===== src/rtl/rx_eom_pkg.sv =====
package rx_eom_pkg;
    localparam int BYTE_W = 8;
    localparam int TMO_W  = 16;
    localparam int IDX_W  = BYTE_W + 1;
    localparam int ADDR_W = 3;

    localparam logic [ADDR_W-1:0] A_MODE   = 3'd0;
    localparam logic [ADDR_W-1:0] A_OFFSET = 3'd1;
    localparam logic [ADDR_W-1:0] A_TERM   = 3'd2;
    localparam logic [ADDR_W-1:0] A_ESC    = 3'd3;
    localparam logic [ADDR_W-1:0] A_TMO_LO = 3'd4;
    localparam logic [ADDR_W-1:0] A_TMO_HI = 3'd5;

    typedef enum logic [1:0] {ST_OFF, ST_WAIT, ST_RECV} rx_state_e;
    typedef enum logic [1:0] {STS_NONE = 2'b00, STS_DONE = 2'b01, STS_TMO = 2'b10} rx_sts_e;

    typedef struct packed {
        logic              chr_mode;
        logic [BYTE_W-1:0] offset;
        logic [BYTE_W-1:0] term;
        logic [BYTE_W-1:0] esc;
        logic [TMO_W-1:0]  tmo;
    } rx_cfg_t;

    function automatic logic len_reached(input logic [IDX_W-1:0] idx,
                                         input logic [BYTE_W-1:0] off,
                                         input logic [BYTE_W-1:0] len);
        return idx == ({1'b0, off} + {1'b0, len});
    endfunction
endpackage


===== src/rtl/rx_eom_cfg.sv =====
module rx_eom_cfg
    import rx_eom_pkg::*;
#(
    parameter logic [TMO_W-1:0] TMO_RST = 16'd200
) (
    input  logic              clk,
    input  logic              rst,
    input  logic              we,
    input  logic [ADDR_W-1:0] addr,
    input  logic [BYTE_W-1:0] wdata,
    input  logic              load,
    output rx_cfg_t           act
);
    rx_cfg_t shd;
    localparam rx_cfg_t CFG_RST = '{chr_mode: 1'b0, offset: 8'h00, term: 8'hFE,
                                    esc: 8'h80, tmo: TMO_RST};

    always_ff @(posedge clk) begin
        if (rst) begin
            shd <= CFG_RST;
        end else if (we) begin
            case (addr)
                A_MODE:   shd.chr_mode <= wdata[0];
                A_OFFSET: shd.offset   <= wdata;
                A_TERM:   shd.term     <= wdata;
                A_ESC:    shd.esc      <= wdata;
                A_TMO_LO: shd.tmo[BYTE_W-1:0]     <= wdata;
                A_TMO_HI: shd.tmo[TMO_W-1:BYTE_W] <= wdata;
                default:  ;
            endcase
        end
    end

    always_ff @(posedge clk) begin
        if (rst)       act <= CFG_RST;
        else if (load) act <= shd;
    end

    // the active set is the written set captured at the re-arm
    assert_cfg_load_R2: assert property (@(posedge clk) disable iff (rst)
        load |=> (act == $past(shd)));
    // between re-arms the active set does not move
    assert_cfg_hold_R2: assert property (@(posedge clk) disable iff (rst)
        !load |=> $stable(act));
endmodule


===== src/rtl/rx_eom_deser.sv =====
module rx_eom_deser
    import rx_eom_pkg::*;
(
    input  logic              clk,
    input  logic              rst,
    input  logic              clear,
    input  logic              en,
    input  logic              bit_stb,
    input  logic              bit_data,
    output logic              byte_vld,
    output logic [BYTE_W-1:0] byte_val
);
    localparam int BC_W = $clog2(BYTE_W);
    logic [BYTE_W-2:0] sh;
    logic [BC_W-1:0]   bcnt;

    assign byte_vld = en && bit_stb && (bcnt == BC_W'(BYTE_W - 1));
    assign byte_val = {sh, bit_data};

    always_ff @(posedge clk) begin
        if (rst || clear) begin
            sh   <= '0;
            bcnt <= '0;
        end else if (en && bit_stb) begin
            sh   <= {sh[BYTE_W-3:0], bit_data};
            bcnt <= bcnt + 1'b1;
        end
    end

    // a new message always starts on a byte boundary
    assert_bit_align_R3: assert property (@(posedge clk) disable iff (rst)
        clear |=> (bcnt == '0));
    // no bit is taken while disabled
    assert_no_bits_idle_R3: assert property (@(posedge clk) disable iff (rst)
        (!en && !clear) |=> $stable(bcnt));
endmodule


===== src/rtl/rx_eom_end_det.sv =====
module rx_eom_end_det
    import rx_eom_pkg::*;
(
    input  logic              clk,
    input  logic              rst,
    input  logic              clear,
    input  logic              chr_mode,
    input  logic [BYTE_W-1:0] offset,
    input  logic [BYTE_W-1:0] term,
    input  logic [BYTE_W-1:0] esc,
    input  logic              byte_vld,
    input  logic [BYTE_W-1:0] byte_val,
    output logic              eom
);
    logic [IDX_W-1:0]  idx;
    logic [BYTE_W-1:0] len;
    logic              esc_pend;
    logic              at_len, past_len;

    assign at_len   = (idx == {1'b0, offset});
    assign past_len = (idx > {1'b0, offset});

    always_comb begin
        eom = 1'b0;
        if (byte_vld) begin
            if (chr_mode)
                eom = !esc_pend && (byte_val != esc) && (byte_val == term);
            else if (at_len)
                eom = (byte_val == '0);
            else if (past_len)
                eom = len_reached(idx, offset, len);
        end
    end

    always_ff @(posedge clk) begin
        if (rst || clear) begin
            idx      <= '0;
            len      <= '0;
            esc_pend <= 1'b0;
        end else if (byte_vld) begin
            idx <= idx + 1'b1;
            if (at_len) len <= byte_val;
            esc_pend <= chr_mode && !esc_pend && (byte_val == esc);
        end
    end

    // a byte behind an escape never closes the message
    assert_esc_literal_R6: assert property (@(posedge clk) disable iff (rst)
        (byte_vld && chr_mode && esc_pend) |-> !eom);
    // in length mode nothing ends before the length field
    assert_no_early_end_R4: assert property (@(posedge clk) disable iff (rst)
        (byte_vld && !chr_mode && (idx < {1'b0, offset})) |-> !eom);
endmodule


===== src/rtl/rx_eom_idle_tmr.sv =====
module rx_eom_idle_tmr
    import rx_eom_pkg::*;
(
    input  logic             clk,
    input  logic             rst,
    input  logic             restart,
    input  logic             run,
    input  logic [TMO_W-1:0] limit,
    output logic             expire
);
    logic [TMO_W-1:0] cnt;
    logic [TMO_W:0]   lim1;

    assign lim1   = (limit == '0) ? (TMO_W+1)'(1) : {1'b0, limit};
    assign expire = run && (({1'b0, cnt} + 1'b1) >= lim1);

    always_ff @(posedge clk) begin
        if (rst || restart)      cnt <= '0;
        else if (run && !expire) cnt <= cnt + 1'b1;
    end

    // the count never passes the programmed interval
    assert_cnt_bound_R7: assert property (@(posedge clk) disable iff (rst)
        (run && !restart) |-> ({1'b0, cnt} < lim1));
endmodule


===== src/rtl/rx_eom_detect.sv =====
module rx_eom_detect
    import rx_eom_pkg::*;
#(
    parameter logic [TMO_W-1:0] TMO_RST = 16'd200
) (
    input  logic              clk,
    input  logic              rst,
    input  logic              cfg_we,
    input  logic [ADDR_W-1:0] cfg_addr,
    input  logic [BYTE_W-1:0] cfg_wdata,
    input  logic              host_rx_en,
    input  logic              status_clr,
    input  logic              som,
    input  logic              bit_stb,
    input  logic              bit_data,
    output logic              rx_pwr_en,
    output logic [1:0]        status
);
    rx_state_e         state;
    rx_sts_e           sts;
    rx_cfg_t           cfg;
    logic              expire, byte_vld, eom;
    logic [BYTE_W-1:0] byte_val;
    logic              start_evt, tmo_evt, eom_evt;

    assign start_evt = (state == ST_WAIT) && som && !host_rx_en;
    assign tmo_evt   = (state == ST_WAIT) && expire && !som && !host_rx_en;
    assign eom_evt   = (state == ST_RECV) && eom && !host_rx_en;

    rx_eom_cfg #(.TMO_RST(TMO_RST)) u_cfg (
        .clk(clk), .rst(rst), .we(cfg_we), .addr(cfg_addr), .wdata(cfg_wdata),
        .load(host_rx_en), .act(cfg));

    rx_eom_idle_tmr u_tmr (
        .clk(clk), .rst(rst), .restart(host_rx_en), .run(state == ST_WAIT),
        .limit(cfg.tmo), .expire(expire));

    rx_eom_deser u_deser (
        .clk(clk), .rst(rst), .clear(start_evt), .en(state == ST_RECV),
        .bit_stb(bit_stb), .bit_data(bit_data),
        .byte_vld(byte_vld), .byte_val(byte_val));

    rx_eom_end_det u_end (
        .clk(clk), .rst(rst), .clear(start_evt), .chr_mode(cfg.chr_mode),
        .offset(cfg.offset), .term(cfg.term), .esc(cfg.esc),
        .byte_vld(byte_vld), .byte_val(byte_val), .eom(eom));

    always_ff @(posedge clk) begin
        if (rst)                      state <= ST_OFF;
        else if (host_rx_en)          state <= ST_WAIT;
        else if (start_evt)           state <= ST_RECV;
        else if (tmo_evt || eom_evt)  state <= ST_OFF;
    end

    always_ff @(posedge clk) begin
        if (rst)             sts <= STS_NONE;
        else if (eom_evt)    sts <= STS_DONE;
        else if (tmo_evt)    sts <= STS_TMO;
        else if (status_clr) sts <= STS_NONE;
    end

    assign rx_pwr_en = (state != ST_OFF);
    assign status    = sts;

    // re-arm powers the receiver on the next cycle
    assert_rearm_pwr_R2: assert property (@(posedge clk) disable iff (rst)
        host_rx_en |=> rx_pwr_en);
    // power falls only with a reported reason
    assert_fall_reason_R7: assert property (@(posedge clk) disable iff (rst)
        $fell(rx_pwr_en) |-> (status != STS_NONE));
    // a start strobe while waiting always enters receive
    assert_som_wins_R8: assert property (@(posedge clk) disable iff (rst)
        (state == ST_WAIT && som && !host_rx_en) |=> (state == ST_RECV));
    // a held code only leaves through a clear
    assert_sts_hold_R9: assert property (@(posedge clk) disable iff (rst)
        (status != STS_NONE && !status_clr) |=> (status != STS_NONE));
endmodule


===== config.mk =====
export PLATFORM = sky130hd
export DESIGN_NAME = rx_eom_detect
export DESIGN_NICKNAME = d
export VERILOG_FILES = /design/src/rtl/rx_eom_pkg.sv /design/src/rtl/rx_eom_cfg.sv /design/src/rtl/rx_eom_deser.sv /design/src/rtl/rx_eom_end_det.sv /design/src/rtl/rx_eom_idle_tmr.sv /design/src/rtl/rx_eom_detect.sv
export SDC_FILE = /design/constraint.sdc
export NUM_CORES = 1
export LEC_CHECK = 0
export ABC_CLOCK_PERIOD_IN_PS = 4000
export BUFFER_PORTS_ARGS = -buffer_cell sky130_fd_sc_hd__buf_2
export CORE_MARGIN = 3
export CORE_UTILIZATION = 55
export DETAILED_ROUTE_END_ITERATION = 16
export PLACE_DENSITY = 0.69
export SLEW_MARGIN = 20
export SYNTH_ARGS = -nofsm -noshare
export SYNTH_HDL_FRONTEND = slang
export SYNTH_SLANG_ARGS = --single-unit

===== constraint.sdc =====
create_clock -name clk -period 4 [get_ports clk]
set_clock_uncertainty 0.2 [all_clocks]
set_input_delay 0.8 -clock clk [delete_from_list [all_inputs] [get_ports clk]]
set_output_delay 0.8 -clock clk [all_outputs]
set_load 0.005 [all_outputs]

==> impl_metrics.ini, run 1 <==
[power_and_ir_drop]
power_density_mw_per_mm2 = 416
finalPower_mw = 2.98
p_int_mw = 2.31
netSwitchingFraction_pct = 22.3
comb_power_share_pct = 5.0
seqPwrFrac_pct = 44.6
ir_drop_mv = 0.452
p_switching_mw = 0.663
clockPowerShare_pct = 50.5
leakagePower_nw = 2.93

[layout]
n_fill_cell = 935
syn_to_final_growth_pct = 12.0
fin_nets = 796
multi_input_area_mm2 = 0.00355
seq_area_mm2 = 0.00260
n_antenna_cell = 0
final_layout_size_suffix_gt1_share_pct = 10.1

[synthesis]
syn_inst = 731
synth_enable_flop_cells = 0
synth_cell_types = 54
async_flop_share_pct = 0
syn_area_per_cell_um2 = 8.74
syn_area_mm2 = 0.00639
ys_ff_latch = 130
yosys-top-cells-area = dfxtp_1 (41%), mux2i_1 (10%), ha_1 (7.0%)
synthesis.nets = 787
yosysTopAreaCell = dfxtp_1
ys_seq_area_share_pct = 40.7
synth-main-ff-cell = dfxtp_1
synth_warnings = 0
synth_top_area_share_pct = 40.7

[die]
core_area_mm2 = 0.0111
die_area_mm2 = 0.0129
ioPinCount = 22
num_rows = 38
die_h_um = 114
die_width_um = 114
initial_utilization_pct = 57.7

[routing]
routedWlPerCell_um = 16.3
drt_first_pass_iters = 5
drc = 0
ant_nets = 0
wl_mm = 14.5
via_count = 5027
drt_iter0_markers = 231
viasPerCell = 5.63

[placement]
gp_congestion = 0.849
hpwlAfterDp_mm = 10.2
numPortBuffers = 21

[critical_path]
cp_data_arrival_time_ns = 3.83
endpoint = u_tmr.cnt[15]$_SDFFE_PP0P_
crit_type = flip-flop to flip-flop
crit_path_max_fanout = 12
cp_data_required_time_ns = 4.11
cp-end-kind = flip-flop
cp_num_cells = 14
r2r_end = u_tmr.cnt[15]$_SDFFE_PP0P_
crit_slowest_cell = dfxtp_1
cp_top_family = compound AO/OA/AOI/OAI gates
reg2reg_slack_ns = 0.28
cpPeakStageDelay_ns = 0.42
reg2reg_depth = 14
path_cells = ha_1 -> and3_1 -> and2_1 -> and3_1 -> xor2_1 -> ha_1 -> a211oi_1 -> o21ai_0 -> a31o_2 -> a211o_2 -> nor3_4 -> buf_4 -> a21oi_1 -> a31o_2
worstSetupStartpoint = u_tmr.cnt[0]$_SDFFE_PP0P_
path_buf_inv = 1
r2r-start = u_tmr.cnt[0]$_SDFFE_PP0P_
worstSetupStartpointType = flip-flop

[flow_run]
cap_violations = 0

[global_routing]
grt_pass1_wl_mm = 24.6
grt_pass1_vias = 5083
antenna_found_initial = 0
grt_max_degree = 62
globalRouteOverflowTotal = 0
grt_use_total_pct = 23.8

[run_status]
status = finished clean

[clocking]
hold_buffers = 0
clockBufferDepth = 2
cts.clk_slew.worst_paths_ns = 0.05
clock-sinks = 130
cts_made_buffers = 17
cts_root_buffer = clkbuf_16
worstSkewPairLatency_ns = 0.42
cts_tree = done
cts_max_level = 4

[sta]
finalSetupViolCount = 0
drv_slew = 0
grt_setup_unrepaired = false
clock.fmax_ghz = 0.269
slew_headroom_pct = 39.4
worstMarginPinSlew_ns = 0.906
tns_ns = 0
finalCritPeriodShare_pct = 93.1
hold_viol_final = 0
period_minus_slack_ns = 3.72

[worst_hold_path]
min-delay-path-class = flip-flop to flip-flop
worst min-delay path by stage:
stage                                     startpoint                         end  slack (ns)  cells past startpoint
after global placement    u_cfg.shd[12]$_SDFFE_PP0P_  u_cfg.shd[12]$_SDFFE_PP0P_        0.24                      2
after floorplan           u_cfg.shd[10]$_SDFFE_PP0P_  u_cfg.shd[10]$_SDFFE_PP0P_        0.24                      2
after CTS                 u_cfg.shd[11]$_SDFFE_PP0P_  u_cfg.shd[11]$_SDFFE_PP0P_        0.26                      2
after global routing      u_cfg.shd[11]$_SDFFE_PP0P_  u_cfg.shd[11]$_SDFFE_PP0P_        0.28                      2
after detailed placement  u_cfg.shd[11]$_SDFFE_PP0P_  u_cfg.shd[11]$_SDFFE_PP0P_        0.25                      2
final                     u_cfg.shd[11]$_SDFFE_PP0P_  u_cfg.shd[11]$_SDFFE_PP0P_        0.26                      2
area by class of cell:
class                           instances  area share, %
Clock inverter                          9           1.49
Sequential cell                       130           36.4
Tap cell                              140           2.45
Inverter                               27           1.42
Multi-Input combinational cell        537           49.7
Clock buffer                           23           6.54
Timing Repair Buffer                   27           2.10
Yosys cell counts, types with 3 or more instances:
library cell	n
a21o_1	4
a21oi_1	45
a31o_2	7
and2_1	5
and3_1	9
and4_1	5
buf_1	6
buf_2	3
clkbuf_1	28
dfxtp_1	130
ha_1	36
inv_1	27
mux2i_1	64
nand2_1	107
nand3_1	24
nand4_1	8
nor2_1	85
nor2b_1	5
nor3_1	5
nor4_1	12
o211ai_1	5
o21ai_0	10
or2_2	3
xnor2_1	38
xor2_1	21
flip-flops by register name, indices dropped and copies added, names as in the netlist:
signal          cells
u_deser.bcnt        3
u_end.esc_pend      1
u_end.len           8
u_tmr.cnt          16
status              2
u_cfg.shd          41
u_deser.sh          7
u_end.idx           9
u_cfg.act          41
state               2
placed cells by master, fill, tap and decap left out, drive strengths merged, types with 15 or more instances in the layout:
cell type	n
a21oi	47
xor2	21
clkbuf	23
nand2	107
ha	36
inv	27
nand3	24
nor4	15
mux2i	64
buf	27
nor2	85
dfxtp	130
xnor2	38
per-layer routing:
| layer | global-route usage (%) | share of wire, % | vias up |
|---|---|---|---|
| li1 | - | - | 2519 |
| met1 | 28.5 | 44 | 2402 |
| met2 | 40.4 | 50 | 76 |
| met3 | 6.10 | 3.9 | 30 |
| met4 | 10.5 | 2.3 | 0 |
| met5 | 0 | 0 | - |
through the flow:
step                worst slack [ns]  instances  util, %  hold slack, ns  area [um^2]
global route                  0.0527        893     64.6           0.277         7160
global placement               0.336        861     59.3           0.242         6570
CTS                            0.201        893     64.5           0.255         7150
detailed placement             0.220        861     59.3           0.248         6570
finish                         0.277        893     64.6           0.257         7160
floorplan                      0.551        731        -           0.236         6390
worst min-delay path: stages, from the launching register on:
cell and delay [ns]:
dfxtp_1 0.31, nand2_1 0.05, a21oi_1 0.05
what timing repair did:
item                                   CTS  global route
setup endpoints to repair                0             8
setup buffers                            0             0
endpoints found under the hold margin    0             0
resized for setup                        0             3
power groups by stage:
stage	sequential (mW)	combinational [mW]	clock, mW
2_1_floorplan	1.35	0.0986	0
5_1_grt	1.33	0.162	1.57
3_5_place_dp	1.35	0.146	0
6_report	1.33	0.147	1.50
4_1_cts	1.33	0.147	1.52
3_3_place_gp	1.35	0.142	0
cell families (layout without fill, tap and decap cells):
kind of cell | Yosys count | count (layout) | synth area share, %
buf+inv | 64 | 86 | 3.82
simple gates | 280 | 280 | 20.2
flops | 130 | 130 | 40.7
xor+xnor | 59 | 59 | 8.09
mux | 64 | 64 | 10.0
compound gates | 97 | 97 | 9.83
fa+ha+maj | 37 | 37 | 7.36
No activity file was read; power rests on OpenSTA's default activity.
==> inputs of run 2 (changes only) <==
CORE_UTILIZATION = 61   (was 55)
PLACE_DENSITY = 0.76   (was 0.69)
SLEW_MARGIN = 10   (was 20)
==> impl_metrics.ini, run 2 (synthesized netlist as in run 1, its figures left out) <==
[run_status]
status = finished clean

[routing]
via_count = 5020
drt_first_pass_iters = 5
ant_nets = 0
drc = 0
wl_mm = 14.4
viasPerCell = 5.68
routedWlPerCell_um = 16.3
drt_iter0_markers = 279

[placement]
hpwlAfterDp_mm = 10.0
post-place-ws_ns = 0.162
numPortBuffers = 21
place_area_mm2 = 0.00656
dp.cells = 853
gp_congestion = 0.890

[power_and_ir_drop]
leakagePower_nw = 2.90
finalPower_mw = 2.82
ir_drop_mv = 0.340
power_density_mw_per_mm2 = 398

[layout]
design_area_mm2 = 0.00708
n_antenna_cell = 0
fin_nets = 795
layout.cells.non_filler = 884
final_core_util_pct = 70.8
n_fill_cell = 777
final_cell_mix = dfxtp_1 (129), nand2_1 (107), nor2_1 (84)
final_common_cell = dfxtp_1
reg_top3 = u_cfg.act (41), u_cfg.shd (41), u_tmr.cnt (16)
syn_to_final_growth_pct = 10.8
final_layout_size_suffix_gt1_share_pct = 10.3

[critical_path]
cp_data_required_time_ns = 4.23
crit_type = flip-flop to flip-flop
crit_slowest_cell = dfxtp_1
cp-end-kind = flip-flop
cpPeakStageDelay_ns = 0.42
crit_path_max_fanout = 12
path_cells = nand3_1 -> nor4_4 -> nand3_1 -> nor2_4 -> xor2_1 -> ha_1 -> o21ai_1 -> nand2b_1 -> a31o_2 -> a211o_2 -> nor3_2 -> buf_4 -> a21oi_1 -> a31o_2
cp_top_family = simple AND/OR/NAND/NOR gates
r2r-start = u_tmr.cnt[4]$_SDFFE_PP0P_
worstSetupStartpoint = u_tmr.cnt[4]$_SDFFE_PP0P_
cp_data_arrival_time_ns = 4.01
worstSetupStartpointType = flip-flop
path_buf_inv = 1

[die]
core_area_mm2 = 0.0100
die_h_um = 108
die_width_um = 108
ioPinCount = 22
die_area_mm2 = 0.0117
num_rows = 36
initial_utilization_pct = 63.9

[clocking]
cts.clk_slew.worst_paths_ns = 0.06
worstSkewPairLatency_ns = 0.53
clock-sinks = 130
cts_root_buffer = clkbuf_8
cts_max_level = 4
clockBufferDepth = 2
cts_tree = done
hold_buffers = 0
cts_made_buffers = 17
ctsResizeCount = 0
post_cts_buffers = 0

[sta]
worst_slack_ns = 0.222
tns_ns = 0
finalCritPeriodShare_pct = 94.4
drv_slew = 0
worstMarginPinSlew_ns = 0.931
grt_setup_unrepaired = false
period_minus_slack_ns = 3.78
finalSetupViolCount = 0
slew_headroom_pct = 37.7
clock.fmax_ghz = 0.265
whs_ns = 0.259
hold_viol_final = 0

[global_routing]
grt_pass1_wl_mm = 23.9
grt_use_total_pct = 26.4
antenna_found_initial = 0
grt_max_degree = 66
grt_pass1_vias = 4871
globalRouteOverflowTotal = 0

[worst_hold_path]
min-delay-path-class = flip-flop to flip-flop
hold_path_startpoint = u_cfg.shd[10]$_SDFFE_PP0P_

[flow_run]
cap_violations = 0
-- run 2: layout make-up --
type,count,area (um^2),share of cell area [%]
multi-input cells,537,3550,50.2
flip-flops and latches,130,2600,36.8
clock buffers,22,453,6.40
well taps,133,166,2.35
repair buffers,26,143,2.01
inverters,27,101,1.43
clock inverters,9,58.8,0.831
-- run 2: metal layers --
layer | wire (um) | vias to the layer above | global-route usage (%)
met4 | 223 | 0 | 11.3
li1 | - | 2530 | -
met5 | 0 | - | 0
met3 | 705 | 19 | 5.61
met1 | 6740 | 2353 | 34.7
met2 | 6740 | 118 | 41.9
-- run 2: final timing paths --
check	end	slack, ns	depth (start not counted)
worst max-delay path	u_tmr.cnt[9]$_SDFFE_PP0P_	0.22	14
worst min-delay path	u_cfg.shd[10]$_SDFFE_PP0P_	0.26	2
worst max register to register	u_tmr.cnt[9]$_SDFFE_PP0P_	0.22	14
worst min register to register	u_cfg.shd[10]$_SDFFE_PP0P_	0.26	2
-- run 2: worst reg2reg max path: stages, from the launching register on --
cell and delay, ns:
dfxtp_1 0.42, nand3_1 0.16, nor4_4 0.39, nand3_1 0.25, nor2_4 0.21, xor2_1 0.20, ha_1 0.27, o21ai_1 0.18
nand2b_1 0.08, a31o_2 0.24, a211o_2 0.39, nor3_2 0.20, buf_4 0.19, a21oi_1 0.07, a31o_2 0.22
-- run 2: power by group --
part	internal (mW)	switching, mW	leakage, nW
Clock	0.786	0.561	0.243
Combinational	0.0519	0.0936	1.60
Sequential	1.31	0.0128	1.05
